==> src/rtl/adc_frame_pkg.sv <==
package adc_frame_pkg;
  localparam int HDR_W = 4;
  localparam logic [HDR_W-1:0] HDR_EXPECT = 4'b1100;

  typedef enum logic {
    ENG_IDLE = 1'b0,
    ENG_RUN  = 1'b1
  } eng_state_e;
endpackage

==> src/rtl/afr_drdy_sync.sv <==
module afr_drdy_sync #(
  parameter int STAGES = 2
) (
  input  logic clk,
  input  logic rst_n,
  input  logic drdy_n,
  output logic fall
);
  logic [STAGES-1:0] sync_q;
  logic              prev_q;

  always_ff @(posedge clk or negedge rst_n) begin
    if (!rst_n) begin
      sync_q <= '1;
      prev_q <= 1'b1;
    end else begin
      sync_q <= {sync_q[STAGES-2:0], drdy_n};
      prev_q <= sync_q[STAGES-1];
    end
  end

  assign fall = prev_q & ~sync_q[STAGES-1];

  // one start request per falling edge
  p_single_fall_r1: assert property (@(posedge clk) disable iff (!rst_n)
    fall |=> !fall);
endmodule

==> src/rtl/afr_shift_engine.sv <==
module afr_shift_engine
  import adc_frame_pkg::*;
#(
  parameter int FRAME_W = 216,
  parameter int DIV_W   = 8,
  parameter int OVR_W   = 8
) (
  input  logic               clk,
  input  logic               rst_n,
  input  logic               start,
  input  logic [DIV_W-1:0]   sclk_half,
  input  logic               miso,
  output logic               sclk,
  output logic               cs_n,
  output logic [FRAME_W-1:0] frame,
  output logic               done,
  output logic [OVR_W-1:0]   ovr_cnt
);
  localparam int CNT_W = $clog2(FRAME_W + 1);
  localparam logic [CNT_W-1:0] LAST_BIT = CNT_W'(FRAME_W - 1);

  eng_state_e         st_q;
  logic [DIV_W-1:0]   half_q;
  logic [DIV_W-1:0]   div_q;
  logic [CNT_W-1:0]   bit_q;
  logic               tick;
  logic [DIV_W-1:0]   half_eff;

  assign half_eff = (sclk_half == '0) ? DIV_W'(1) : sclk_half;
  assign tick     = (div_q == half_q - DIV_W'(1));

  always_ff @(posedge clk or negedge rst_n) begin
    if (!rst_n) begin
      st_q   <= ENG_IDLE;
      half_q <= DIV_W'(1);
      div_q  <= '0;
      bit_q  <= '0;
      sclk   <= 1'b0;
      cs_n   <= 1'b1;
      frame  <= '0;
      done   <= 1'b0;
    end else begin
      done <= 1'b0;
      case (st_q)
        ENG_IDLE: begin
          sclk <= 1'b0;
          if (start) begin
            st_q   <= ENG_RUN;
            cs_n   <= 1'b0;
            half_q <= half_eff;
            div_q  <= '0;
            bit_q  <= '0;
          end
        end
        ENG_RUN: begin
          if (tick) begin
            div_q <= '0;
            sclk  <= ~sclk;
            if (sclk) begin
              frame <= {frame[FRAME_W-2:0], miso};
              if (bit_q == LAST_BIT) begin
                st_q <= ENG_IDLE;
                cs_n <= 1'b1;
                done <= 1'b1;
              end else begin
                bit_q <= bit_q + CNT_W'(1);
              end
            end
          end else begin
            div_q <= div_q + DIV_W'(1);
          end
        end
        default: st_q <= ENG_IDLE;
      endcase
    end
  end

  always_ff @(posedge clk or negedge rst_n) begin
    if (!rst_n) begin
      ovr_cnt <= '0;
    end else if (start && st_q == ENG_RUN && ovr_cnt != '1) begin
      ovr_cnt <= ovr_cnt + OVR_W'(1);
    end
  end

  // serial clock rests low outside a frame
  p_sclk_idle_low_r2: assert property (@(posedge clk) disable iff (!rst_n)
    cs_n |-> !sclk);
  // bit counter never passes the last frame bit
  p_bit_range_r1: assert property (@(posedge clk) disable iff (!rst_n)
    bit_q <= LAST_BIT);
  // completion only closes a frame that had chip select low
  p_done_closes_r1: assert property (@(posedge clk) disable iff (!rst_n)
    done |-> cs_n && $past(!cs_n));
  // overrun count moves only during an active burst
  p_ovr_when_busy_r6: assert property (@(posedge clk) disable iff (!rst_n)
    !$stable(ovr_cnt) |-> $past(!cs_n));
endmodule

==> src/rtl/afr_frame_parser.sv <==
module afr_frame_parser
  import adc_frame_pkg::*;
#(
  parameter int NCH    = 8,
  parameter int SMP_W  = 24,
  parameter int OUT_W  = 32,
  parameter int GPIO_W = 4
) (
  input  logic                        clk,
  input  logic                        rst_n,
  input  logic                        done,
  input  logic [HDR_W+2*NCH+GPIO_W+NCH*SMP_W-1:0] frame,
  output logic                        frame_valid,
  output logic                        hdr_err,
  output logic [NCH-1:0]              lead_p,
  output logic [NCH-1:0]              lead_n,
  output logic [GPIO_W-1:0]           gpio,
  output logic [NCH*OUT_W-1:0]        samples
);
  localparam int STAT_W  = HDR_W + 2 * NCH + GPIO_W;
  localparam int DATA_W  = NCH * SMP_W;
  localparam int FRAME_W = STAT_W + DATA_W;
  localparam int EXT_W   = OUT_W - SMP_W;

  logic [STAT_W-1:0] stat_w;
  assign stat_w = frame[FRAME_W-1 -: STAT_W];

  always_ff @(posedge clk or negedge rst_n) begin
    if (!rst_n) begin
      frame_valid <= 1'b0;
      hdr_err     <= 1'b0;
      lead_p      <= '0;
      lead_n      <= '0;
      gpio        <= '0;
    end else begin
      frame_valid <= done;
      if (done) begin
        hdr_err <= (stat_w[STAT_W-1 -: HDR_W] != HDR_EXPECT);
        lead_p  <= stat_w[STAT_W-HDR_W-1 -: NCH];
        lead_n  <= stat_w[STAT_W-HDR_W-NCH-1 -: NCH];
        gpio    <= stat_w[GPIO_W-1:0];
      end
    end
  end

  for (genvar k = 0; k < NCH; k++) begin : g_ch
    logic [SMP_W-1:0] raw;
    assign raw = frame[DATA_W-1-k*SMP_W -: SMP_W];

    always_ff @(posedge clk or negedge rst_n) begin
      if (!rst_n) begin
        samples[k*OUT_W +: OUT_W] <= '0;
      end else if (done) begin
        samples[k*OUT_W +: OUT_W] <= {{EXT_W{raw[SMP_W-1]}}, raw};
      end
    end

    // upper bits always copy the sample's sign bit
    p_sign_ext_r5: assert property (@(posedge clk) disable iff (!rst_n)
      samples[k*OUT_W +: OUT_W] ==
        {{EXT_W{samples[k*OUT_W+SMP_W-1]}}, samples[k*OUT_W +: SMP_W]});
  end

  // strobe lasts a single system clock
  p_valid_single_r7: assert property (@(posedge clk) disable iff (!rst_n)
    frame_valid |=> !frame_valid);
  // parsed fields hold between strobes
  p_fields_hold_r7: assert property (@(posedge clk) disable iff (!rst_n)
    !frame_valid |-> $stable(lead_p) && $stable(lead_n) && $stable(gpio));
endmodule

==> src/rtl/adc_frame_reader.sv <==
module adc_frame_reader
  import adc_frame_pkg::*;
#(
  parameter int NCH         = 8,
  parameter int SMP_W       = 24,
  parameter int OUT_W       = 32,
  parameter int GPIO_W      = 4,
  parameter int DIV_W       = 8,
  parameter int OVR_W       = 8,
  parameter int SYNC_STAGES = 2
) (
  input  logic                 clk,
  input  logic                 rst_n,
  input  logic [DIV_W-1:0]     sclk_half,
  input  logic                 drdy_n,
  input  logic                 miso,
  output logic                 sclk,
  output logic                 cs_n,
  output logic                 frame_valid,
  output logic                 hdr_err,
  output logic [NCH-1:0]       lead_p,
  output logic [NCH-1:0]       lead_n,
  output logic [GPIO_W-1:0]    gpio,
  output logic [NCH*OUT_W-1:0] samples,
  output logic [OVR_W-1:0]     overrun_cnt
);
  localparam int STAT_W  = HDR_W + 2 * NCH + GPIO_W;
  localparam int FRAME_W = STAT_W + NCH * SMP_W;

  logic               start;
  logic               done;
  logic [FRAME_W-1:0] frame;

  afr_drdy_sync #(.STAGES(SYNC_STAGES)) u_sync (
    .clk    (clk),
    .rst_n  (rst_n),
    .drdy_n (drdy_n),
    .fall   (start)
  );

  afr_shift_engine #(.FRAME_W(FRAME_W), .DIV_W(DIV_W), .OVR_W(OVR_W)) u_eng (
    .clk       (clk),
    .rst_n     (rst_n),
    .start     (start),
    .sclk_half (sclk_half),
    .miso      (miso),
    .sclk      (sclk),
    .cs_n      (cs_n),
    .frame     (frame),
    .done      (done),
    .ovr_cnt   (overrun_cnt)
  );

  afr_frame_parser #(.NCH(NCH), .SMP_W(SMP_W), .OUT_W(OUT_W), .GPIO_W(GPIO_W)) u_parse (
    .clk         (clk),
    .rst_n       (rst_n),
    .done        (done),
    .frame       (frame),
    .frame_valid (frame_valid),
    .hdr_err     (hdr_err),
    .lead_p      (lead_p),
    .lead_n      (lead_n),
    .gpio        (gpio),
    .samples     (samples)
  );

  // a frame strobe follows chip select being released
  p_valid_after_frame_r1: assert property (@(posedge clk) disable iff (!rst_n)
    frame_valid |-> cs_n);
endmodule

==> config.mk <==
export PLATFORM = sky130hd
export DESIGN_NAME = adc_frame_reader
export DESIGN_NICKNAME = d
export VERILOG_FILES = /design/src/rtl/adc_frame_pkg.sv /design/src/rtl/afr_drdy_sync.sv /design/src/rtl/afr_shift_engine.sv /design/src/rtl/afr_frame_parser.sv /design/src/rtl/adc_frame_reader.sv
export SDC_FILE = /design/constraint.sdc
export NUM_CORES = 1
export LEC_CHECK = 0
export BUFFER_PORTS_ARGS = -buffer_cell sky130_fd_sc_hd__buf_2
export CORE_UTILIZATION = 55
export CTS_CLUSTER_DIAMETER = 100
export DETAILED_ROUTE_END_ITERATION = 8
export PLACE_DENSITY_LB_ADDON = 0.25
export SETUP_SLACK_MARGIN = 0.2
export SLEW_MARGIN = 5
export SYNTH_ARGS = -nofsm -noshare
export SYNTH_HDL_FRONTEND = slang
export SYNTH_SLANG_ARGS = --single-unit
==> constraint.sdc <==
create_clock -name clk -period 8.4 [get_ports clk]
set_input_delay 1.26 -clock clk [delete_from_list [all_inputs] [get_ports clk]]
set_output_delay 1.26 -clock clk [all_outputs]
set_load 0.02 [all_outputs]
==> flow_metrics.env, run 1 <==
export IMPL_power_frac_seq_pct=52.2
export IMPL_die_w_um=185
export IMPL_maxSlewHeadroom_pct=10.3
export IMPL_io_buffers=299
export IMPL_grt_max_degree=196
export IMPL_holdCritPathClass="flop to flop"
export IMPL_slowest_delay_ns=0.74
export IMPL_period_needed_ns=4.46
export IMPL_fp_dieArea_sq_um=34300
export IMPL_fin_crit_sh_pct=53.0
export IMPL_io_pins=300
export IMPL_crit_type="flop to flop"
export IMPL_max_freq_mhz=224
export IMPL_post_cts_buffers=0
export IMPL_yosys_top_cells_area="dfrtp_1 (63%), mux2_2 (18%), mux2_1 (8.5%)"
export IMPL_path_delay_family="simple AND/OR/NAND/NOR gates"
export IMPL_switching_share_pct=22.3
export IMPL_cellPowerDensity_nw_per_um2=214
export IMPL_drt_wl_total_mm=32.3
export IMPL_antenna_found_initial=0
export IMPL_start_util_pct=56.3
export IMPL_grt_pass1_wl_mm=52.6
export IMPL_cp_max_fo=82
export IMPL_nets=1444
export IMPL_slew_violations=0
export IMPL_area_growth_syn_to_layout_pct=15.1
export IMPL_intPower_w=0.00352
export IMPL_ir_drop_mv=0.180
export IMPL_cp_cell_sequence="inv_1 > ha_1 > or3b_1 > or4_1 > a211oi_2 > o211a_1 > nand3_4 > buf_4 > mux2_1"
export IMPL_clkPwrFrac_pct=42.9
export IMPL_cts_repair_resized=0
export IMPL_post_route_util_pct=64.8
export IMPL_cts_tree="built"
export IMPL_viasPerCell=5.22
export IMPL_drtPass1Iterations=4
export IMPL_finalSetupTns_ns=0
export IMPL_placed_cells=1821
export IMPL_async_flop_share_pct=100
export IMPL_drc_errors=0
export IMPL_synth_top_area_share_pct=62.9
export IMPL_crit_required_ns=8.82
export IMPL_cts_buffers=47
export IMPL_finalHoldViolations=0
export IMPL_hold_buffers=0
export IMPL_critPathSlowestCell="buf_4"
export IMPL_synth_cell_types=46
export IMPL_synth_cells=1192
export IMPL_comb_power_share_pct=4.9
export IMPL_syn_num_nets=1208
export IMPL_first_global_vias=9906
export IMPL_rsz0062_at_grt="no"
export IMPL_cp_num_buf_inv=2
export IMPL_synth_main_ff_cell="dfrtp_1"
export IMPL_drive_above_1_share_pct=46.0
export IMPL_switchingPower_w=0.00101
export IMPL_yosysWarnings=0
export IMPL_dp_hpwl_mm=20.6
export IMPL_drv_cap=0
export IMPL_grt_usage_pct=19.1
export IMPL_clock_sinks=469
export IMPL_antenna_cells=0
export IMPL_drt_iter0_markers=435
export IMPL_yosysSeqAreaShare_pct=63.6
export IMPL_endpoint_kind="flop"
export IMPL_synth_seq_cells=469
export IMPL_gp_congestion=0.809
export IMPL_dr_total_vias=9926
export IMPL_core_sq_um=32800
export IMPL_fin_skew_ns=0.0115
export IMPL_detail_route_wl_per_cell_um=17.0
export IMPL_cts_max_path_buffers=3
export IMPL_finalPower_w=0.00453
export IMPL_stdcell_count=1903
export IMPL_synth_edff_count=0
export IMPL_p_leak_nw=11.8
export IMPL_outcome="completed"
export IMPL_tightest_slew_ns=1.34
export IMPL_synth_top_area_cell="dfrtp_1"
export IMPL_clk_pin_slew_ns=0.06
export IMPL_die_y_um=185
export IMPL_setup_worst_path_start_class="flop"
export IMPL_rows=66
export IMPL_grt_ovfl_total=0
export IMPL_syn_avg_cell_area_sq_um=15.5
export IMPL_antenna_left=0
export IMPL_root_buffer="clkbuf_16"
export IMPL_h_tree_depth=2
export IMPL_crit_arrival_ns=4.87
export IMPL_syn_cell_area_sq_um=18500
export IMPL_clk_latency_ns=0.54
export IMPL_finalSetupViolCount=0
-- kinds of logic after synthesis --
family	after synthesis	synth area share [%]
buffers and inverters	126	4.50
flip-flops	469	63.6
adder cells (fa/ha/maj)	4	0.271
XOR/XNOR	16	0.759
multiplexers	436	26.6
AO/OA/AOI/OAI	32	1.23
AND/OR/NAND/NOR	109	3.04
-- cell type report --
type | instances | area [sq um]
flip-flops and latches | 469 | 11700
fillers | 2487 | 11600
multi-input cells | 597 | 5880
repair buffers | 306 | 1580
clock buffers | 74 | 1390
well taps | 442 | 553
clock inverters | 8 | 53.8
inverters | 7 | 26.3
-- per-stage QoR --
step	hold slack [ns]	cell area (sq um)	worst slack, ns
2_1_floorplan	0.345	18500	5.54
3_3_place_gp	0.346	19800	4.09
3_5_place_dp	0.349	19800	3.93
4_1_cts	0.358	21200	3.90
5_1_grt	0.359	21200	3.65
6_report	0.357	21200	3.94
-- cell usage in the layout, fill, tap and decap left out, drive strengths merged, types with 5 or more instances in the layout --
cell type and count:
xnor2 11, mux2i 7, nand2 40, nand3 13
xor2 5, buf 306, nor3 6, dfstp 5
nand2b 7, inv 10, clkbuf 74, nand4 5
nor2 12, a21oi 7, and3 5, mux2 429
o21ai 5, dfrtp 464
-- synth_stat cells, types with 3 or more instances --
cell      number
xor2_1         5
xnor2_1       11
inv_1          7
nand2_1       40
o21ai_0        5
nand4_1        5
dfstp_2        5
nor3_1         6
a21oi_1        7
nand2b_1       7
buf_6         15
clkbuf_1      32
buf_4         65
nor2b_1        3
ha_1           4
nor3b_1        3
nor2_1        12
and3_1         5
buf_1          7
mux2_2       289
mux2_1       140
nand3_1       12
a21o_1         4
or2_2          3
dfrtp_1      464
mux2i_1        7
o31ai_1        3
-- power groups by stage --
stage / clock [W] / sequential, W / combinational (W)
5_1_grt: 0.00209 / 0.00237 / 0.000257
4_1_cts: 0.00200 / 0.00237 / 0.000227
2_1_floorplan: 0 / 0.00240 / 0.000127
6_report: 0.00195 / 0.00237 / 0.000222
3_5_place_dp: 0 / 0.00241 / 0.000225
3_3_place_gp: 0 / 0.00240 / 0.000216
-- flip-flops by register name, indices dropped and copies added, names as in the netlist --
signal,cells
u_eng.frame,216
u_eng.cs_n,1
u_parse.lead_n,8
u_parse.lead_p,8
u_parse.hdr_err,1
u_parse.gpio,4
u_eng.ovr_cnt,8
u_sync.prev_q,1
u_eng.div_q,8
u_eng.sclk,1
u_eng.bit_q,8
u_eng.half_q,8
u_eng.done,1
u_parse.samples,192
u_sync.sync_q,2
u_parse.frame_valid,1
u_eng.st_q,1
-- worst paths after layout --
kind / end / slack [ns] / cells past startpoint / startpoint
max: u_eng.frame[114]$_DFFE_PN0P_ / 3.94 / 9 / u_eng.half_q[1]$_DFFE_PN0P_
min: u_sync.sync_q[1]$_DFF_PN1_ / 0.36 / 0 / u_sync.sync_q[0]$_DFF_PN1_
max reg2reg: u_eng.frame[114]$_DFFE_PN0P_ / 3.94 / 9 / u_eng.half_q[1]$_DFFE_PN0P_
min reg2reg: u_sync.sync_q[1]$_DFF_PN1_ / 0.36 / 0 / u_sync.sync_q[0]$_DFF_PN1_
max in group asynchronous: u_eng.done$_DFF_PN0_ / 6.10 / 2 / rst_n
min in group asynchronous: u_eng.frame[40]$_DFFE_PN0P_ / 0.75 / 1 / rst_n
-- layer usage --
metal / vias to the layer above / GRT usage, % / part of all wire (%)
met5: - / 0 / 0
met4: 0 / 4.89 / 1.7
met3: 46 / 4.76 / 6.0
met2: 227 / 30.0 / 47
met1: 5040 / 26.7 / 45
li1: 4613 / - / -
No activity file was read; power rests on OpenSTA's default activity.
==> run 2: changes to the inputs <==
--- a/config.mk
+++ b/config.mk
@@ -5,6 +5,7 @@
 export SDC_FILE = /design/constraint.sdc
 export NUM_CORES = 1
 export LEC_CHECK = 0
+export ABC_AREA = 1
 export BUFFER_PORTS_ARGS = -buffer_cell sky130_fd_sc_hd__buf_2
 export CORE_UTILIZATION = 55
 export CTS_CLUSTER_DIAMETER = 100
==> constraint.sdc (replaced) <==
create_clock -name clk -period 4.6 [get_ports clk]
set_input_delay 0.69 -clock clk [delete_from_list [all_inputs] [get_ports clk]]
set_output_delay 0.69 -clock clk [all_outputs]
set_load 0.02 [all_outputs]
==> run 2 against run 1 <==
Setup slack worse by 2.5 ns. First-iteration DRC count rose to 2.7 times the previous value. Cell area up 4.2%. Global-route usage up 5.8 points. Critical endpoint is now u_eng.frame[66]$_DFFE_PN0P_. Hold slack worse by 0.21 ns. Wire length up 36%. Highest routed layer is now met5. Critical path depth up 6.
==> flow_metrics.env, run 2 <==
export IMPL_first_global_vias=14600
export IMPL_drive_above_1_share_pct=17.3
export IMPL_drv_cap=0
export IMPL_gp_congestion=0.841
export IMPL_cts_max_path_buffers=3
export IMPL_syn_avg_cell_area_sq_um=8.88
export IMPL_synth_top_cells_by_count="nand2_1 (1,138), dfrtp_1 (464), nand4_1 (230)"
export IMPL_tightest_slew_ns=1.19
export IMPL_synth_edff_count=0
export IMPL_crit_required_ns=5.04
export IMPL_h_tree_depth=2
export IMPL_yosysWarnings=0
export IMPL_r2r_slack_ns=1.49
export IMPL_post_cts_buffers=0
export IMPL_dp_hpwl_mm=25.4
export IMPL_viasPerCell=5.40
export IMPL_post_route_util_pct=63.9
export IMPL_io_pins=300
export IMPL_hold_buffers=0
export IMPL_clkPwrFrac_pct=44.0
export IMPL_yosys_top_cells_area="dfrtp_1 (60%), nand2_1 (22%), nand4_1 (7.4%)"
export IMPL_synth_main_ff_cell="dfrtp_1"
export IMPL_setup_worst_path_start_class="flop"
export IMPL_regMostFlops="u_eng.frame"
export IMPL_synth_cell_types=28
export IMPL_start_util_pct=56.0
export IMPL_ir_drop_mv=0.257
export IMPL_async_flop_share_pct=100
export IMPL_fin_crit_sh_pct=67.6
export IMPL_area_growth_syn_to_layout_pct=14.1
export IMPL_finalSetupViolCount=0
export IMPL_finalHoldViolations=0
export IMPL_root_buffer="clkbuf_16"
export IMPL_period_needed_ns=3.11
export IMPL_slew_violations=0
export IMPL_cts_repair_resized=0
export IMPL_antenna_found_initial=1
export IMPL_cts_tree="built"
export IMPL_largestRegisters="u_eng.frame (216), u_parse.samples (192)"
export IMPL_drc_errors=0
export IMPL_maxSlewHeadroom_pct=21.0
export IMPL_synth_seq_cells=469
export IMPL_rows=68
export IMPL_synth_top_area_share_pct=59.8
export IMPL_die_w_um=190
export IMPL_antenna_left=0
export IMPL_final_common_cell="nand2_1"
export IMPL_cp_max_fo=109
export IMPL_io_buffers=299
export IMPL_endpoint_kind="flop"
export IMPL_comb_power_share_pct=8.3
export IMPL_clock_sinks=469
export IMPL_drtPass1Iterations=5
export IMPL_outcome="completed"
export IMPL_core_sq_um=34600
export IMPL_p_leak_nw=13.1
export IMPL_clk_latency_ns=0.55
export IMPL_switching_share_pct=25.2
export IMPL_antenna_cells=0
export IMPL_drt_iter0_markers=1164
export IMPL_switchingPower_w=0.00230
export IMPL_grt_max_degree=219
export IMPL_layout_common_cells="nand2_1 (1,138), dfrtp_1 (461), buf_2 (298)"
export IMPL_intPower_w=0.00683
export IMPL_crit_type="flop to flop"
export IMPL_syn_cell_area_sq_um=19400
export IMPL_nets=2354
export IMPL_finalSetupTns_ns=0
export IMPL_synth_most_common_cell="nand2_1"
export IMPL_crit_arrival_ns=3.55
export IMPL_ff2ff_path_depth=15
export IMPL_die_y_um=190
export IMPL_rsz0062_at_grt="no"
export IMPL_largest_reg_flops=216
export IMPL_grt_pass1_wl_mm=73.9
export IMPL_holdCritPathClass="input pin to async pin"
export IMPL_reg2reg_to="u_eng.frame[66]$_DFFE_PN0P_"
export IMPL_yosysSeqAreaShare_pct=60.5
export IMPL_grt_ovfl_total=0
export IMPL_fin_skew_ns=0.0117
export IMPL_synth_top_area_cell="dfrtp_1"
export IMPL_fp_dieArea_sq_um=36000
export IMPL_cts_buffers=48
export IMPL_detail_route_wl_per_cell_um=15.5
export IMPL_dr_total_vias=15300
export IMPL_drt_wl_total_mm=43.9
export IMPL_grt_usage_pct=24.9
export IMPL_syn_num_nets=2200
export IMPL_clk_pin_slew_ns=0.06
export IMPL_power_frac_seq_pct=47.7
export IMPL_r2r_start="u_eng.half_q[0]$_DFFE_PN1P_"
export IMPL_cellPowerDensity_nw_per_um2=413
export IMPL_max_freq_mhz=321
export IMPL_synth_cells=2184
-- run 2: changes by cell type after synthesis, moves of 16 or more --
cell,change
buf_2,+30
nand2_1,+1098
nand4_1,+225
mux2_1,-140
nor2_1,+21
mux2_2,-288
inv_1,+16
clkbuf_1,+68
-- run 2: worst max-delay path, stage by stage (launching register included) --
cell and delay (ns):
dfstp_2 0.54, inv_2 0.06, ha_1 0.30, nand2_1 0.06
inv_1 0.04, nor2_1 0.07, nand2_1 0.05, nor2_1 0.10
nand3_1 0.07, nor2_1 0.08, nand2_1 0.14, inv_6 0.10
nand3_4 0.56, buf_12 0.52, nand2_1 0.14, nand2_1 0.06
-- run 2: per-layer routing --
metal  wire length, um  share of wire [%]  global-route usage (%)  vias to the layer above
met1             19200                 44                    34.9                     7506
met2             21100                 48                    39.7                      462
li1                  -                  -                       -                     7250
met3              2310                5.3                    3.73                       79
met5                13              0.030                       0                        -
met4              1280                2.9                    8.62                        2
-- run 2: area by class of cell --
cell class	instances	area, sq um
repair buffers	314	1690
fillers	2850	12500
flip-flops and latches	469	11800
clock buffers	69	1390
clock inverters	19	248
multi-input cells	1472	6340
well taps	455	569
inverters	33	134
-- run 2: metrics by stage --
step | instances | area, sq um | setup WS [ns] | power [W] | hold WS (ns)
after detailed placement | 2743 | 20500 | 1.52 | 0.00519 | 0.354
after global placement | 2743 | 20500 | 1.54 | 0.00516 | 0.354
final | 2831 | 22100 | 1.49 | 0.00913 | 0.147
after floorplan | 2184 | 19400 | 2.49 | 0.00493 | 0.345
after global routing | 2831 | 22100 | 1.25 | 0.00946 | 0.219
after CTS | 2831 | 22100 | 1.51 | 0.00920 | 0.199
-- run 2: power groups by stage --
stage | sequential, W | clock [W] | combinational [W]
global placement | 0.00443 | 0 | 0.000737
global route | 0.00437 | 0.00424 | 0.000846
finish | 0.00436 | 0.00401 | 0.000758
CTS | 0.00436 | 0.00408 | 0.000758
detailed placement | 0.00443 | 0 | 0.000755
floorplan | 0.00440 | 0 | 0.000528
-- run 2: kinds of logic (layout without fill, tap and decap cells) --
| group | count (synthesis) | after routing | synth area share, % |
|---|---|---|---|
| AOI/OAI and AO/OA | 19 | 19 | 0.561 |
| adders and majority gates | 4 | 4 | 0.258 |
| DFF | 469 | 469 | 60.5 |
| xor gates and xnor gates | 22 | 22 | 0.993 |
| muxes | 1 | 1 | 0.0580 |
| and+or+nand+nor | 1426 | 1426 | 30.8 |
| buffers and inverters | 243 | 435 | 6.81 |
-- run 2: worst max path at each step --
stage,start,end,slack (ns),cells after the start
6_report,u_eng.half_q[0]$_DFFE_PN1P_,u_eng.frame[66]$_DFFE_PN0P_,1.49,15
3_3_place_gp,u_eng.half_q[0]$_DFFE_PN1P_,u_eng.frame[208]$_DFFE_PN0P_,1.54,15
5_1_grt,u_eng.half_q[0]$_DFFE_PN1P_,u_eng.frame[68]$_DFFE_PN0P_,1.25,15
3_5_place_dp,u_eng.half_q[0]$_DFFE_PN1P_,u_eng.frame[151]$_DFFE_PN0P_,1.52,15
2_1_floorplan,u_eng.half_q[0]$_DFFE_PN1P_,u_eng.frame[212]$_DFFE_PN0P_,2.49,16
4_1_cts,u_eng.half_q[0]$_DFFE_PN1P_,u_eng.frame[151]$_DFFE_PN0P_,1.51,15
==> run 3: changes to the inputs <==
==> constraint.sdc (replaced) <==
create_clock -name clk -period 3.2 [get_ports clk]
set_input_delay 0.48 -clock clk [delete_from_list [all_inputs] [get_ports clk]]
set_output_delay 0.48 -clock clk [all_outputs]
set_load 0.02 [all_outputs]
==> run 3 against run 2 <==
Sequential power grew 43%. Cell area is 0.24% higher. Setup slack worse by 1.1 ns. Critical path depth decreased by 1. Cell count unchanged. Global-route usage increased by 0.21 points. Clock skew about the same. Die area unchanged. Via count down 0.27%. Non-clock buffer count is 6 higher. Sequential share of layout area fell by 0.13 points. Critical endpoint is now u_eng.frame[157]$_DFFE_PN0P_.
==> flow_metrics.env, run 3 (synthesis gave the netlist of run 2 again) <==
export IMPL_grt_usage_pct=25.1
export IMPL_detail_route_wl_per_cell_um=15.7
export IMPL_largestRegisters="u_eng.frame (216), u_parse.samples (192)"
export IMPL_antenna_left=0
export IMPL_antenna_found_initial=0
export IMPL_regMostFlops="u_eng.frame"
export IMPL_cp_num_buf_inv=3
export IMPL_tightest_slew_ns=1.12
export IMPL_dp_hpwl_mm=26.2
export IMPL_clock_sinks=469
export IMPL_nFillCells=2928
export IMPL_root_buffer="clkbuf_16"
export IMPL_core_sq_um=34600
export IMPL_largest_reg_flops=216
export IMPL_clkPwrFrac_pct=42.5
export IMPL_min_path_cells=1
export IMPL_grt_ovfl_total=0
export IMPL_endpoint_kind="flop"
export IMPL_drc_errors=0
export IMPL_power_frac_seq_pct=48.4
export IMPL_die_y_um=190
export IMPL_cts_max_path_buffers=3
export IMPL_slew_violations=0
export IMPL_rows=68
export IMPL_layout_common_cells="nand2_1 (1,138), dfrtp_1 (461), buf_2 (298)"
export IMPL_setup_worst_path_start_class="flop"
export IMPL_holdCritPathClass="input pin to flop"
export IMPL_ir_drop_mv=0.498
export IMPL_gp_congestion=0.856
export IMPL_outcome="completed"
export IMPL_cellPowerDensity_nw_per_um2=581
export IMPL_clk_pin_slew_ns=0.06
export IMPL_fin_skew_ns=0.0115
export IMPL_die_w_um=190
export IMPL_crit_cells=14
export IMPL_dr_total_vias=15300
export IMPL_h_tree_depth=2
export IMPL_ff2ff_path_depth=14
export IMPL_drt_wl_total_mm=44.5
export IMPL_cp_cell_sequence="inv_2 > ha_1 > nor2_1 > nor2_1 > nand2_1 > nor2_1 > nand3_1 > nor2_1 > nand2_1 > inv_6 > nand3_4 > buf_12 > nand2_1 > nand2_1"
export IMPL_io_pins=300
export IMPL_rsz0062_at_grt="no"
export IMPL_p_leak_nw=13.1
export IMPL_final_common_cell="nand2_1"
export IMPL_grt_pass1_wl_mm=74.3
export IMPL_post_route_util_pct=64.1
export IMPL_cp_max_fo=216
export IMPL_switchingPower_w=0.00324
export IMPL_maxSlewHeadroom_pct=25.5
export IMPL_crit_required_ns=3.67
export IMPL_drt_iter0_markers=1426
export IMPL_finalHoldViolations=0
export IMPL_nets=2359
export IMPL_path_delay_family="simple AND/OR/NAND/NOR gates"
export IMPL_slowest_delay_ns=0.53
export IMPL_area_growth_syn_to_layout_pct=14.3
export IMPL_cts_buffers=47
export IMPL_comb_power_share_pct=9.1
export IMPL_period_needed_ns=2.81
export IMPL_crit_arrival_ns=3.29
export IMPL_fin_crit_sh_pct=87.9
export IMPL_viasPerCell=5.39
export IMPL_cts_tree="built"
export IMPL_switching_share_pct=25.2
export IMPL_critPathSlowestCell="dfstp_2"
export IMPL_io_buffers=299
export IMPL_crit_type="flop to flop"
export IMPL_fp_dieArea_sq_um=36000
export IMPL_drv_cap=0
export IMPL_finalSetupViolCount=0
export IMPL_max_freq_mhz=355
export IMPL_start_util_pct=56.0
export IMPL_drive_above_1_share_pct=17.0
export IMPL_drtPass1Iterations=5
export IMPL_first_global_vias=14600
export IMPL_finalSetupTns_ns=0
export IMPL_grt_max_degree=217
export IMPL_clk_latency_ns=0.54
export IMPL_antenna_cells=0
export IMPL_intPower_w=0.00964
==> run 3: cell type report <==
cell class / count / area, sq um / share of cell area [%]
Clock inverter: 5 / 103 / 0.463
Tap cell: 455 / 569 / 2.57
Sequential cell: 469 / 11800 / 53.0
Inverter: 33 / 134 / 0.604
Clock buffer: 77 / 1440 / 6.50
Multi-Input combinational cell: 1472 / 6340 / 28.6
Timing Repair Buffer: 320 / 1840 / 8.30
==> run 3: worst paths after layout <==
check	slack, ns	end	from
hold / removal	0.05	u_sync.sync_q[0]$_DFF_PN1_	drdy_n
min in group asynchronous	0.56	u_eng.half_q[7]$_DFFE_PN0P_	rst_n
setup / recovery	0.39	u_eng.frame[157]$_DFFE_PN0P_	u_eng.half_q[0]$_DFFE_PN1P_
max in group asynchronous	1.79	u_eng.frame[123]$_DFFE_PN0P_	rst_n
setup reg to reg	0.39	u_eng.frame[157]$_DFFE_PN0P_	u_eng.half_q[0]$_DFFE_PN1P_
hold reg to reg	0.36	u_sync.sync_q[1]$_DFF_PN1_	u_sync.sync_q[0]$_DFF_PN1_
==> run 3: per-layer routing <==
layer / GRT usage [%] / wire length, um / vias to the layer above
li1: - / - / 7250
met1: 35.1 / 19400 / 7392
met2: 40.4 / 21300 / 533
met3: 3.45 / 2420 / 83
met4: 8.68 / 1370 / 0
met5: 0 / 0 / -
==> run 3: stage by stage <==
stage	hold WS, ns	worst slack [ns]	instance area, sq um	power [W]	instances
floorplan	0.184	1.09	19400	0.00709	2184
global placement	0.352	0.619	20600	0.00746	2748
detailed placement	0.354	0.568	20600	0.00749	2748
CTS	0.0155	0.518	22200	0.0130	2831
global route	0.0154	0.278	22200	0.0134	2831
finish	0.0456	0.386	22200	0.0129	2831
==> run 3: power groups by stage <==
stage,combinational (W),clock [W],sequential (W)
after CTS,0.00117,0.00560,0.00623
after global routing,0.00129,0.00584,0.00625
final,0.00117,0.00548,0.00623
after global placement,0.00113,0,0.00633
after detailed placement,0.00116,0,0.00633
after floorplan,0.000758,0,0.00633
==> run 3: timing repair <==
item | 4_1_cts | 5_1_grt
endpoints found under the hold margin | 43 | 0
buffers inserted | 0 | 0
hold buffers | 1 | 0
gates resized for setup | 0 | 0
